==> config.mk <==
export PLATFORM = sky130hd
export DESIGN_NAME = synth_cfg_loader
export DESIGN_NICKNAME = d
export VERILOG_FILES = /design/src/rtl/synth_cfg_pkg.sv /design/src/rtl/cfg_pin_sync.sv /design/src/rtl/cfg_shifter.sv /design/src/rtl/synth_cfg_loader.sv
export SDC_FILE = /design/constraint.sdc
export NUM_CORES = 1
export LEC_CHECK = 0
export BUFFER_PORTS_ARGS = -buffer_cell sky130_fd_sc_hd__buf_4
export CAP_MARGIN = 20
export CORE_MARGIN = 4
export CORE_UTILIZATION = 52
export DETAILED_ROUTE_END_ITERATION = 8
export PLACE_DENSITY = 0.79
export SLEW_MARGIN = 5
export SYNTH_ARGS = -nofsm -noshare
export SYNTH_HDL_FRONTEND = slang
export SYNTH_HIERARCHICAL = 1
export SYNTH_SLANG_ARGS = --single-unit
==> constraint.sdc <==
create_clock -name clk_i -period 2.6 [get_ports clk_i]
set_input_delay 0.65 -clock clk_i [delete_from_list [all_inputs] [get_ports clk_i]]
set_output_delay 0.65 -clock clk_i [all_outputs]
set_load 0.05 [all_outputs]
==> src/rtl/synth_cfg_pkg.sv <==
package synth_cfg_pkg;
  localparam int unsigned DEF_M_W     = 7;
  localparam int unsigned DEF_N_W     = 2;
  localparam int unsigned DEF_T_W     = 3;
  localparam int unsigned DEF_SYNC_ST = 2;

  // bit positions of the control pins inside the synchronized control vector
  typedef enum int unsigned {
    CTL_PLOAD = 0,
    CTL_SCLK  = 1,
    CTL_SLOAD = 2
  } ctl_idx_e;

  localparam int unsigned CTL_W = 3;
endpackage

==> src/rtl/cfg_pin_sync.sv <==
module cfg_pin_sync #(
  parameter int unsigned WIDTH  = 1,
  parameter int unsigned STAGES = 2
) (
  input  logic             clk_i,
  input  logic             rst_ni,
  input  logic [WIDTH-1:0] async_i,
  output logic [WIDTH-1:0] sync_o
);
  logic [STAGES-1:0][WIDTH-1:0] stage_q;

  for (genvar s = 0; s < STAGES; s++) begin : g_stage
    if (s == 0) begin : g_first
      always_ff @(posedge clk_i or negedge rst_ni) begin
        if (!rst_ni) stage_q[s] <= '0;
        else         stage_q[s] <= async_i;
      end
    end else begin : g_next
      always_ff @(posedge clk_i or negedge rst_ni) begin
        if (!rst_ni) stage_q[s] <= '0;
        else         stage_q[s] <= stage_q[s-1];
      end
    end
  end

  assign sync_o = stage_q[STAGES-1];
endmodule

==> src/rtl/cfg_shifter.sv <==
module cfg_shifter #(
  parameter int unsigned SR_W = 12
) (
  input  logic            clk_i,
  input  logic            rst_ni,
  input  logic            enable_i,
  input  logic            shift_i,
  input  logic            bit_i,
  output logic [SR_W-1:0] sr_o
);
  logic [SR_W-1:0] sr_q, sr_d;
  logic            sr_en;

  assign sr_en = enable_i & shift_i;

  always_comb begin
    sr_d = {sr_q[SR_W-2:0], bit_i};
  end

  always_ff @(posedge clk_i or negedge rst_ni) begin
    if (!rst_ni)    sr_q <= '0;
    else if (sr_en) sr_q <= sr_d;
  end

  assign sr_o = sr_q;

  AST_SHIFT_GATED: assert property (@(posedge clk_i) disable iff (!rst_ni)
    !enable_i |=> $stable(sr_q));

  AST_SHIFT_LSB: assert property (@(posedge clk_i) disable iff (!rst_ni)
    (enable_i && shift_i) |=> (sr_q[0] == $past(bit_i)));
endmodule

==> src/rtl/synth_cfg_loader.sv <==
module synth_cfg_loader
  import synth_cfg_pkg::*;
#(
  parameter int unsigned M_W     = DEF_M_W,
  parameter int unsigned N_W     = DEF_N_W,
  parameter int unsigned T_W     = DEF_T_W,
  parameter int unsigned SYNC_ST = DEF_SYNC_ST
) (
  input  logic           clk_i,
  input  logic           rst_ni,
  input  logic           pload_i,
  input  logic [M_W-1:0] m_i,
  input  logic [N_W-1:0] n_i,
  input  logic           sclk_i,
  input  logic           sdata_i,
  input  logic           sload_i,
  output logic [M_W-1:0] m_o,
  output logic [N_W-1:0] n_o,
  output logic [T_W-1:0] test_o
);
  localparam int unsigned SR_W   = T_W + N_W + M_W;
  localparam int unsigned DATA_W = M_W + N_W + 1;
  localparam int unsigned M_LO   = 0;
  localparam int unsigned N_LO   = M_W;
  localparam int unsigned T_LO   = M_W + N_W;

  // reset: asynchronous assertion, release aligned to the clock
  logic [1:0] rst_q;
  logic       rst_n;

  always_ff @(posedge clk_i or negedge rst_ni) begin
    if (!rst_ni) rst_q <= '0;
    else         rst_q <= {rst_q[0], 1'b1};
  end
  assign rst_n = rst_q[1];

  // pin synchronizers, control and data with equal depth to stay aligned
  logic [CTL_W-1:0]  ctl_async, ctl_lvl;
  logic [CTL_W-1:0]  ctl_prv;
  logic [DATA_W-1:0] dat_async, dat_lvl;

  always_comb begin
    ctl_async            = '0;
    ctl_async[CTL_PLOAD] = pload_i;
    ctl_async[CTL_SCLK]  = sclk_i;
    ctl_async[CTL_SLOAD] = sload_i;
  end
  assign dat_async = {sdata_i, n_i, m_i};

  cfg_pin_sync #(.WIDTH(CTL_W), .STAGES(SYNC_ST)) u_ctl_sync (
    .clk_i  (clk_i),
    .rst_ni (rst_n),
    .async_i(ctl_async),
    .sync_o (ctl_lvl)
  );

  cfg_pin_sync #(.WIDTH(DATA_W), .STAGES(SYNC_ST)) u_dat_sync (
    .clk_i  (clk_i),
    .rst_ni (rst_n),
    .async_i(dat_async),
    .sync_o (dat_lvl)
  );

  always_ff @(posedge clk_i or negedge rst_n) begin
    if (!rst_n) ctl_prv <= '0;
    else        ctl_prv <= ctl_lvl;
  end

  logic           pl_lvl, pl_prv;
  logic           sclk_rise, sload_fall;
  logic [M_W-1:0] m_sync;
  logic [N_W-1:0] n_sync;
  logic           sd_sync;

  assign pl_lvl     = ctl_lvl[CTL_PLOAD];
  assign pl_prv     = ctl_prv[CTL_PLOAD];
  assign sclk_rise  = ctl_lvl[CTL_SCLK] & ~ctl_prv[CTL_SCLK];
  assign sload_fall = ~ctl_lvl[CTL_SLOAD] & ctl_prv[CTL_SLOAD];
  assign m_sync     = dat_lvl[M_W-1:0];
  assign n_sync     = dat_lvl[M_W +: N_W];
  assign sd_sync    = dat_lvl[DATA_W-1];

  // serial shift register
  logic [SR_W-1:0] sr;

  cfg_shifter #(.SR_W(SR_W)) u_shifter (
    .clk_i   (clk_i),
    .rst_ni  (rst_n),
    .enable_i(pl_lvl),
    .shift_i (sclk_rise),
    .bit_i   (sd_sync),
    .sr_o    (sr)
  );

  // active register next state
  logic           commit, par_en, act_en;
  logic [M_W-1:0] m_q, m_d;
  logic [N_W-1:0] n_q, n_d;
  logic [T_W-1:0] t_q, t_d;

  assign commit = sload_fall & pl_lvl;
  assign par_en = ~(pl_lvl & pl_prv);   // low level, or the capturing rise
  assign act_en = commit | par_en;

  always_comb begin
    m_d = m_q;
    n_d = n_q;
    t_d = t_q;
    if (commit) begin
      m_d = sr[M_LO +: M_W];
      n_d = sr[N_LO +: N_W];
      t_d = sr[T_LO +: T_W];
    end else if (par_en) begin
      m_d = m_sync;
      n_d = n_sync;
      t_d = '0;
    end
  end

  always_ff @(posedge clk_i or negedge rst_n) begin
    if (!rst_n) begin
      m_q <= '0;
      n_q <= '0;
      t_q <= '0;
    end else if (act_en) begin
      m_q <= m_d;
      n_q <= n_d;
      t_q <= t_d;
    end
  end

  assign m_o    = m_q;
  assign n_o    = n_q;
  assign test_o = t_q;

  AST_TEST_ZERO: assert property (@(posedge clk_i) disable iff (!rst_n)
    !pl_lvl |=> (test_o == '0));

  AST_TRANSPARENT: assert property (@(posedge clk_i) disable iff (!rst_n)
    !pl_lvl |=> (m_o == $past(m_sync) && n_o == $past(n_sync)));

  AST_HOLD_HIGH: assert property (@(posedge clk_i) disable iff (!rst_n)
    (pl_lvl && pl_prv && !sload_fall) |=> ($stable(m_o) && $stable(n_o) && $stable(test_o)));

  AST_COMMIT: assert property (@(posedge clk_i) disable iff (!rst_n)
    commit |=> (m_o == $past(sr[M_LO +: M_W]) && n_o == $past(sr[N_LO +: N_W])
                && test_o == $past(sr[T_LO +: T_W])));

  AST_SR_KEPT: assert property (@(posedge clk_i) disable iff (!rst_n)
    (commit && !sclk_rise) |=> $stable(sr));
endmodule

==> results.json <==
{
  "outcome": "complete, no violations",
  "worst-path-buf-inv": 1,
  "multi_input_area_um2": 546,
  "powerDensity_nw_per_um2": 784,
  "synth.distinct_cells": 19,
  "ys_ff_latch": 55,
  "slew_viol_final": 0,
  "yosys.area_share.simple": 0.0870,
  "cts_buffers": 5,
  "crit_path_cell_trace": "buf_4",
  "vias": 1049,
  "worst_clock_skew_ns": 0.00411,
  "area_delta_synth_final_pct": 10.5,
  "ff_latch_area_um2": 1380,
  "syn-cell-area_um2": 2070,
  "die_w_um": 71.1,
  "setup_viol": 0,
  "slowest_stage": "dfrtp_1",
  "htreeDepth": 2,
  "synthesis.nets": 152,
  "critPathTopFamily": "flip-flops",
  "cts_tree": "done",
  "worst_pin_slew_ns": 0.586,
  "ant_nets": 0,
  "place.gp.congestion": 0.768,
  "crit_path_start_kind": "flop",
  "wl_per_cell_um": 14.9,
  "leakagePower_nw": 1.07,
  "peakVddDrop_v": 0.000489,
  "worstPathRequired_ns": 1.95,
  "nets": 167,
  "cts_sinks": 55,
  "drtIter0Drc": 44,
  "avgSynthCellArea_um2": 15.1,
  "hold_path.class": "input port to async pin",
  "ctsRootBufferMaster": "clkbuf_8",
  "clkTransAtPathRegs_ns": 0.10,
  "grt_pass1_vias": 1063,
  "core_um2": 3740,
  "yosysWarningCount": 6,
  "cts_hold_buf": 0,
  "cp_slowest_stage_delay_ns": 0.42,
  "rsz0062_at_grt": "false",
  "vias_per_cell": 5.22,
  "worst-path-max-fanout": 2,
  "max_freq_mhz": 636,
  "maxCapViolCount": 0,
  "io_pins": 27,
  "synthMuxAreaShare": 0.0834,
  "first_pass_iters": 4,
  "synth-xor-area-share": 0,
  "synth_top_family_by_area": "compound AO/OA/AOI/OAI gates",
  "syn_inst": 137,
  "clockBufferDepth": 2,
  "final.fill_count": 298,
  "cts_resized": 0,
  "whs_ns": 0.110,
  "post_cts_buffers": 0,
  "fin_tns_setup_ns": 0,
  "port_buffers": 26,
  "crit_type": "flop to primary output",
  "final.period_utilization": 0.604,
  "grt_start_max_net_pins": 54,
  "grt_remaining_overflow": 0,
  "endpoint_kind": "primary output",
  "num_antenna_cells": 0,
  "drive_above_1_share": 0.425,
  "wl_mm": 2.99,
  "die-area_um2": 5060,
  "synth-seq-area-share": 0.665,
  "worstSkewPairLatency_ns": 0.30,
  "start_util": 0.553,
  "synth-adder-area-share": 0,
  "drc": 0,
  "min_period_ns": 1.57,
  "worstPathArrival_ns": 0.92,
  "synth_compound_area_frac": 0.0912,
  "grt_pass1_wl_mm": 5.01,
  "grt_usage": 0.129,
  "die_height_um": 71.1,
  "slew_headroom": 0.609,
  "antenna_found_initial": 0,
  "rows": 22,
  "hpwl_mm": 2.12,
  "hold_violations": 0
}
==> cell usage after synthesis <==
| cell type | instances | area (µm²) |
|---|---|---|
| o21ai_4 | 1 | 16.3 |
| dfrtp_1 | 55 | 1380 |
| nand2_2 | 8 | 50.1 |
| nand3_1 | 3 | 15.0 |
| buf_2 | 2 | 10.0 |
| mux2_2 | 2 | 22.5 |
| a21boi_1 | 3 | 22.5 |
| nand2_1 | 5 | 18.8 |
| mux2_4 | 10 | 150 |
| nor2b_4 | 1 | 13.8 |
| buf_6 | 3 | 33.8 |
| o21ai_2 | 7 | 61.3 |
| nor2b_1 | 1 | 6.26 |
| conb_1 | 1 | 3.75 |
| nand3b_1 | 9 | 67.6 |
| nand2b_2 | 1 | 8.76 |
| a22o_1 | 9 | 78.8 |
| buf_4 | 14 | 105 |
| o21ai_0 | 2 | 10.0 |
==> state kept, by name (all words and copies together), names as in the netlist <==
register / cells
ctl_prv: 3
m_o: 7
n_o: 2
rst_q: 2
test_o: 3
u_ctl_sync/stage_q: 3
u_ctl_sync/sync_o: 3
u_dat_sync/stage_q: 10
u_dat_sync/sync_o: 10
u_shifter/sr_o: 12
==> final cells by class <==
type | instances | share of cell area
well taps | 48 | 0.0262
clock inverters | 2 | 0.00765
repair buffers | 27 | 0.0940
multi-input cells | 63 | 0.238
clock buffers | 6 | 0.0317
flip-flops and latches | 55 | 0.602
==> cells in the final DEF (no fill, tap or decap), drive strengths merged <==
cell / instances
o21ai: 10
conb: 1
nand3: 3
nand3b: 9
clkinv: 1
inv: 1
dfrtp: 55
a22o: 9
a21boi: 3
nor2b: 2
nand2b: 1
nand2: 13
buf: 27
clkbuf: 6
mux2: 12
==> stage by stage <==
stage	utilization	setup slack (ns)	std cells	power, W	area (µm²)
2_1_floorplan	-	0.955	137	0.00127	2070
3_3_place_gp	0.582	1.11	192	0.00133	2180
3_5_place_dp	0.582	1.08	192	0.00135	2180
4_1_cts	0.606	1.02	200	0.00181	2270
5_1_grt	0.611	0.949	201	0.00188	2290
6_report	0.611	1.03	201	0.00179	2290
==> power breakdown <==
| group | switching [W] | internal [W] |
|---|---|---|
| Combinational | 0.000134 | 0.000153 |
| Sequential | 0.0000912 | 0.000955 |
| Clock | 0.000265 | 0.000196 |
==> layer usage <==
metal / global-route usage / share of wire / vias to the layer above / wire length, µm
met4: 0.0480 / 0.0090 / 0 / 27
li1: - / - / 479 / -
met3: 0.0526 / 0.052 / 4 / 155
met1: 0.153 / 0.43 / 544 / 1270
met5: 0 / 0 / - / 0
met2: 0.213 / 0.51 / 22 / 1530
==> cells by family after synthesis <==
logic type             Yosys count
DFF                             55
other                            1
and+or+nand+nor                 28
muxes                           12
buffers and inverters           19
AOI/OAI and AO/OA               22
==> worst paths after layout <==
path	start	to	slack, ns	cells past startpoint
max in group asynchronous	rst_q[1]$_DFF_PN0_	u_dat_sync/stage_q[5]$_DFF_PN0_	1.98	1
setup reg to reg	ctl_prv[2]$_DFF_PN0_	m_o[6]$_DFFE_PN0P_	1.07	3
setup / recovery	m_o[4]$_DFFE_PN0P_	m_o[4]	1.03	1
hold reg to reg	rst_q[1]$_DFF_PN0_	u_dat_sync/sync_o[8]$_DFF_PN0_	0.14	0
min in group clk_i	u_dat_sync/stage_q[4]$_DFF_PN0_	u_dat_sync/sync_o[4]$_DFF_PN0_	0.35	0
hold / removal	rst_ni	rst_q[1]$_DFF_PN0_	0.11	1
No activity file was read; power rests on OpenSTA's default activity.
